## src/rtl/tpt_pkg.sv

```systemverilog
package tpt_pkg;
  localparam int NUM_TMR = 2;
  typedef enum logic {SRC_OSC = 1'b0, SRC_PIN = 1'b1} src_e;
endpackage

```

## src/rtl/tpt_src_sel.sv

```systemverilog
module tpt_src_sel
  import tpt_pkg::*;
#(
  parameter int SYNC_N = 2
) (
  input  logic clk_i,
  input  logic rst_ni,
  input  logic osc_tick_i,
  input  logic ext_sel_i,
  input  logic pin_i,
  output logic base_tick_o,
  output logic src_chg_o
);
  logic [SYNC_N:0] sync_q;
  src_e src, src_q;
  logic pin_rise;

  assign src = src_e'(ext_sel_i);

  always_ff @(posedge clk_i or negedge rst_ni) begin
    if (!rst_ni) begin
      sync_q <= '0;
      src_q  <= SRC_OSC;
    end else begin
      sync_q <= {sync_q[SYNC_N-1:0], pin_i};
      src_q  <= src;
    end
  end

  // sync_q[SYNC_N-1] is the last synchroniser stage, sync_q[SYNC_N] its delayed copy
  assign pin_rise    = sync_q[SYNC_N-1] & ~sync_q[SYNC_N];
  assign base_tick_o = (src == SRC_PIN) ? pin_rise : osc_tick_i;
  assign src_chg_o   = (src != src_q);
endmodule

```

## src/rtl/tpt_pow2_div.sv

```systemverilog
module tpt_pow2_div #(
  parameter int SEL_W     = 3,
  parameter int MIN_SHIFT = 0
) (
  input  logic             clk_i,
  input  logic             rst_ni,
  input  logic             base_tick_i,
  input  logic             src_chg_i,
  input  logic             mute_i,
  input  logic [SEL_W-1:0] sel_i,
  output logic             tick_o,
  output logic             wave_o
);
  localparam int MAX_SH = MIN_SHIFT + (1 << SEL_W) - 1;
  localparam int CW     = (MAX_SH < 1) ? 1 : MAX_SH;
  localparam logic [CW:0] ONE = (CW+1)'(1);

  logic [SEL_W-1:0] sel_q;
  logic [CW-1:0]    cnt_q;
  logic [7:0]       sh;
  logic [CW:0]      lim;
  logic clr, adv, at_last, at_half, div1;
  logic tick_q, wave_q, wave_d;

  assign sh      = 8'(MIN_SHIFT) + 8'(sel_i);
  assign lim     = (ONE << sh) - ONE;
  assign clr     = src_chg_i | (sel_i != sel_q);
  assign adv     = base_tick_i & ~clr;
  assign at_last = (cnt_q == lim[CW-1:0]);
  assign at_half = (cnt_q == lim[CW:1]);
  assign div1    = (sh == 8'd0);

  // pin pulled low for second half of each period
  always_comb begin
    wave_d = wave_q;
    if (clr)                 wave_d = 1'b0;
    else if (div1)           wave_d = base_tick_i;
    else if (adv && at_last) wave_d = 1'b0;
    else if (adv && at_half) wave_d = 1'b1;
  end

  always_ff @(posedge clk_i or negedge rst_ni) begin
    if (!rst_ni) begin
      sel_q  <= '0;
      cnt_q  <= '0;
      tick_q <= 1'b0;
      wave_q <= 1'b0;
    end else begin
      sel_q  <= sel_i;
      tick_q <= adv & at_last;
      wave_q <= wave_d & ~mute_i;
      if (clr)      cnt_q <= '0;
      else if (adv) cnt_q <= at_last ? '0 : cnt_q + CW'(1);
    end
  end

  assign tick_o = tick_q;
  assign wave_o = wave_q;
endmodule

```

## src/rtl/tpt_timer.sv

```systemverilog
module tpt_timer #(
  parameter int CNT_W = 8
) (
  input  logic             clk_i,
  input  logic             rst_ni,
  input  logic             tick_i,
  input  logic             start_i,
  input  logic [CNT_W-1:0] end_i,
  output logic             done_o
);
  logic [CNT_W-1:0] cnt_q;
  logic armed_q, done_q;

  always_ff @(posedge clk_i or negedge rst_ni) begin
    if (!rst_ni) begin
      cnt_q   <= '0;
      armed_q <= 1'b0;
      done_q  <= 1'b0;
    end else begin
      done_q <= 1'b0;
      if (start_i) begin
        cnt_q   <= '0;
        armed_q <= 1'b1;
      end else if (tick_i && armed_q) begin
        if (cnt_q == end_i) begin
          armed_q <= 1'b0;
          done_q  <= 1'b1;
        end else begin
          cnt_q <= cnt_q + CNT_W'(1);
        end
      end
    end
  end

  assign done_o = done_q;
endmodule

```

## src/rtl/tick_prescale_tmr.sv

```systemverilog
module tick_prescale_tmr
  import tpt_pkg::*;
#(
  parameter int SEL_W    = 3,
  parameter int LDIV_MIN = 0,
  parameter int TDIV_MIN = 2,
  parameter int CNT_W    = 8,
  parameter int SYNC_N   = 2
) (
  input  logic                     clk_i,
  input  logic                     rst_ni,
  input  logic                     osc_tick_i,
  input  logic                     ext_sel_i,
  input  logic                     pin_i,
  output logic                     pin_o,
  output logic                     pin_oe_o,
  input  logic [SEL_W-1:0]         logic_div_i,
  input  logic [SEL_W-1:0]         tmr_div_i,
  output logic                     logic_tick_o,
  output logic                     tmr_tick_o,
  input  logic [NUM_TMR-1:0]       start_i,
  input  logic [NUM_TMR*CNT_W-1:0] end_cnt_i,
  output logic [NUM_TMR-1:0]       done_o
);
  logic base_tick, src_chg, tmr_wave_unused;

  tpt_src_sel #(.SYNC_N(SYNC_N)) u_src (
    .clk_i      (clk_i),
    .rst_ni     (rst_ni),
    .osc_tick_i (osc_tick_i),
    .ext_sel_i  (ext_sel_i),
    .pin_i      (pin_i),
    .base_tick_o(base_tick),
    .src_chg_o  (src_chg)
  );

  tpt_pow2_div #(.SEL_W(SEL_W), .MIN_SHIFT(LDIV_MIN)) u_ldiv (
    .clk_i      (clk_i),
    .rst_ni     (rst_ni),
    .base_tick_i(base_tick),
    .src_chg_i  (src_chg),
    .mute_i     (ext_sel_i),
    .sel_i      (logic_div_i),
    .tick_o     (logic_tick_o),
    .wave_o     (pin_oe_o)
  );

  tpt_pow2_div #(.SEL_W(SEL_W), .MIN_SHIFT(TDIV_MIN)) u_tdiv (
    .clk_i      (clk_i),
    .rst_ni     (rst_ni),
    .base_tick_i(base_tick),
    .src_chg_i  (src_chg),
    .mute_i     (1'b1),
    .sel_i      (tmr_div_i),
    .tick_o     (tmr_tick_o),
    .wave_o     (tmr_wave_unused)
  );

  for (genvar i = 0; i < NUM_TMR; i++) begin : g_tmr
    tpt_timer #(.CNT_W(CNT_W)) u_tmr (
      .clk_i  (clk_i),
      .rst_ni (rst_ni),
      .tick_i (tmr_tick_o),
      .start_i(start_i[i]),
      .end_i  (end_cnt_i[i*CNT_W +: CNT_W]),
      .done_o (done_o[i])
    );
  end

  assign pin_o = 1'b0;
endmodule

```

## config.mk

```make
export PLATFORM = sky130hd
export DESIGN_NAME = tick_prescale_tmr
export DESIGN_NICKNAME = d
export VERILOG_FILES = /design/src/rtl/tpt_pkg.sv /design/src/rtl/tpt_src_sel.sv /design/src/rtl/tpt_pow2_div.sv /design/src/rtl/tpt_timer.sv /design/src/rtl/tick_prescale_tmr.sv
export SDC_FILE = /design/constraint.sdc
export NUM_CORES = 1
export LEC_CHECK = 0
export BUFFER_PORTS_ARGS = -buffer_cell sky130_fd_sc_hd__buf_2
export CORE_MARGIN = 3
export CORE_UTILIZATION = 65
export CTS_BUF_LIST = sky130_fd_sc_hd__clkbuf_4 sky130_fd_sc_hd__clkbuf_8
export CTS_CLUSTER_SIZE = 40
export DETAILED_ROUTE_END_ITERATION = 8
export PLACE_DENSITY = 0.85
export SYNTH_ARGS = -nofsm -noshare
export SYNTH_HDL_FRONTEND = slang
export SYNTH_SLANG_ARGS = --single-unit
```

## constraint.sdc

```tcl
create_clock -name clk_i -period 3.8 [get_ports clk_i]
set_input_delay 0 -clock clk_i [delete_from_list [all_inputs] [get_ports clk_i]]
set_output_delay 0 -clock clk_i [all_outputs]
set_load 0.05 [all_outputs]
```

==> flow_summary.toml <==
[finish]
fill_cells = 322
num_antenna_cells = 0
drive_gt1_share_pct = 14.37
synthToLayoutAreaGrowth_pct = 12.10
final_nets = 386

[grt]
grt_max_degree = 50
grt_pass1_vias = 2188
overflow = 0
antenna_found_initial = 0
grt_pass1_wl_um = 9763
gr-usage-all-layers_pct = 22.78

[clock_network]
htreeDepth = 2
clk_pin_slew_ps = 90
worstSkewPairLatency_ps = 300
cts_tree = "yes"
cts_buffers = 5
clk_path_buf_depth = 2
numClockSinks = 49
ctsResizeCount = 0
clockRootBuffer = "clkbuf_8"

[sta]
tightest_slew_ps = 1054
setup_viol = 0
period_share_pct = 82.99
min_period_ps = 3154
hold_viol = 0
relSlewSlack_pct = 29.74
fin_tns_setup_ps = 0
fmax_mhz = 317.1
rsz0062_at_grt = "false"
fin_skew_ps = 3.608
slew_violations = 0

[die]
die_h_um = 74.38
die_area_um2 = 5532
rows = 24
ios = 35
core-area_um2 = 4444
start_util_pct = 68.38
die_x_um = 74.38

[job]
maxCapViolations = 0

[hold_path]
hp-class = "in2reg"
hold_depth = 2

[logic_synthesis]
synthesis.nets = 353
synth_flop_cell = "dfrtp_1"
yosysTopAreaCell = "dfrtp_1"
yosysWarnings = 0
synth_edf_count = 0
synth-seq-cells = 49
netlist_area_um2 = 3039
synthTopCellsByArea = "dfrtp_1 40%, xor2_1 11%, xnor2_1 5.8%, ha_1 4.1%, nor2_1 4.0%"
avgSynthCellArea_um2 = 9.679
synth_cell_types = 55
yosys.cell_count.top_type = "dfrtp_1"
netlist_instances = 314
synth-seq-area-share_pct = 40.35
synth_top_area_share_pct = 40.35
synthArstFlopShare_pct = 100.0
synth_common_cells = "49 x dfrtp_1, 37 x xor2_1, 32 x nor2_1"

[setup_path]
cp.depth = 10
rr_worst_depth = 5
crit_chain = "dlygate4sd3_1 > buf_2 > or3b_2 > ha_1 > or4b_2 > o311a_1 > xnor2_1 > o41ai_4 > nor3_1 > a211o_1"
cp_slowest_cell = "or4b_2"
crit_type = "in2reg"
cp.arrival_ps = 3350
cp_data_required_time_ps = 3990
end_kind = "register"
crit_fanout = 18
path_buf_inv = 2
crit_family = "simple AND/OR/NAND/NOR gates"
start_kind = "primary input"
cpPeakStageDelay_ps = 620

[detailed_routing]
ant_nets = 0
viasPerCell = 5.920
wl_per_cell_um = 14.52
wirelength_um = 5808
vias = 2368
drt_iter0_markers = 91
drt_pass1_iterations = 4
drc = 0

[outcome]
outcome = "completed"

[placement]
numPortBuffers = 33
gp_congestion = 0.9038
dpl.hpwl_um = 3980

[power]
cellPowerDensity_nw_per_um2 = 306.8
max-vdd-ir-drop_uv = 168.9
p_leak_nw = 1.600
finalPower_w = 0.001045
==> worst paths after layout <==
check / slack [ps] / from / to
worst max-delay path: 650 / logic_div_i[2] / u_ldiv.cnt_q[4]$_DFFE_PN0P_
worst min register to register: 360 / u_src.sync_q[0]$_DFF_PN0_ / u_src.sync_q[1]$_DFF_PN0_
max in group asynchronous: 2720 / rst_ni / u_ldiv.cnt_q[6]$_DFFE_PN0P_
worst max register to register: 1490 / u_tdiv.cnt_q[2]$_DFFE_PN0P_ / u_tdiv.cnt_q[2]$_DFFE_PN0P_
worst min-delay path: 40 / start_i[1] / g_tmr[1].u_tmr.cnt_q[3]$_DFFE_PN0P_
min in group asynchronous: 430 / rst_ni / g_tmr[0].u_tmr.cnt_q[0]$_DFFE_PN0P_
==> metal layers <==
layer  GRT usage [%]  part of all wire (%)  up-vias
met3           4.324                   5.2       10
met2           36.98                    47       66
met1           30.20                    47     1107
met5               0                     0        -
li1                -                     -     1185
met4           8.893                   1.6        0
==> registers in the layout, indices dropped and copies added (netlist names), 2 cells and up <==
register	cells
g_tmr.u_tmr.cnt_q	16
g_tmr.u_tmr.armed_q	2
u_ldiv.cnt_q	7
u_tdiv.sel_q	3
u_tdiv.cnt_q	9
u_ldiv.sel_q	3
g_tmr.u_tmr.done_o	2
u_src.sync_q	3
==> stage by stage <==
step / cells / utilization [%] / hold slack, ps / instance area (µm²) / worst slack, ps
2_1_floorplan: 314 / - / -295.6 / 3039 / 1000
3_3_place_gp: 382 / 71.71 / 109.8 / 3187 / 972.4
3_5_place_dp: 382 / 71.71 / 111.9 / 3187 / 912.8
4_1_cts: 400 / 76.66 / 33.56 / 3407 / 656.7
5_1_grt: 400 / 76.66 / 45.82 / 3407 / 494.9
6_report: 400 / 76.66 / 37.54 / 3407 / 646.3
==> layout make-up <==
cell class                 instances  area (µm²)  share of cell area [%]
multi-input combinational        241        1700                   49.91
inverter                           6       22.52                  0.6610
timing repair buffer              44       272.8                   8.006
tap                               52       65.06                   1.910
clock buffer                       6       82.58                   2.424
clock inverter                     2       37.54                   1.102
sequential                        49        1226                   35.99
==> repair_timing <==
item	4_1_cts	5_1_grt
hold endpoints to repair	58	0
hold buffers	10	0
setup buffers	0	0
==> layout by cell type, fill, tap and decap left out, types with 2 or more instances in the layout <==
master and count:
nand3_1 7, nor4_1 3, nand3b_1 2, nand4_1 5
nor3b_1 6, o2111ai_1 7, and3_1 7, clkbuf_8 6
nor4b_1 2, nand2b_1 6, o21ai_0 15, o211ai_1 3
xnor2_1 20, nor2b_1 4, buf_2 33, nor3_1 4
inv_1 5, a21o_1 8, nand2_1 18, a32o_1 2
dfrtp_1 49, a211o_1 2, o31ai_1 3, and4_1 2
xor2_1 37, or4_1 2, dlygate4sd3_1 10, nor2_1 32
ha_1 10, o22ai_1 6, a21oi_1 6
==> logic make-up (layout without fill, tap and decap cells) <==
family	count (synthesis)	count (layout)	synth area share [%]
DFF	49	49	40.35
muxes	2	2	0.6999
other	1	1	0.1234
and+or+nand+nor	107	107	18.73
buffers and inverters	24	58	3.705
xor gates and xnor gates	57	57	16.43
AOI/OAI and AO/OA	64	64	15.85
adders and majority gates	10	10	4.117
==> power breakdown <==
| group | internal, W | total, W | leakage, nW | switching, W |
|---|---|---|---|---|
| registers | 0.000527 | 0.000530 | 0.651 | 0.00000304 |
| clock network | 0.000214 | 0.000388 | 0.0574 | 0.000174 |
| logic | 0.0000539 | 0.000127 | 0.891 | 0.0000735 |
| total | 0.000795 | 0.00105 | 1.60 | 0.000251 |
Note: power is estimated with default switching activity, not from simulation.
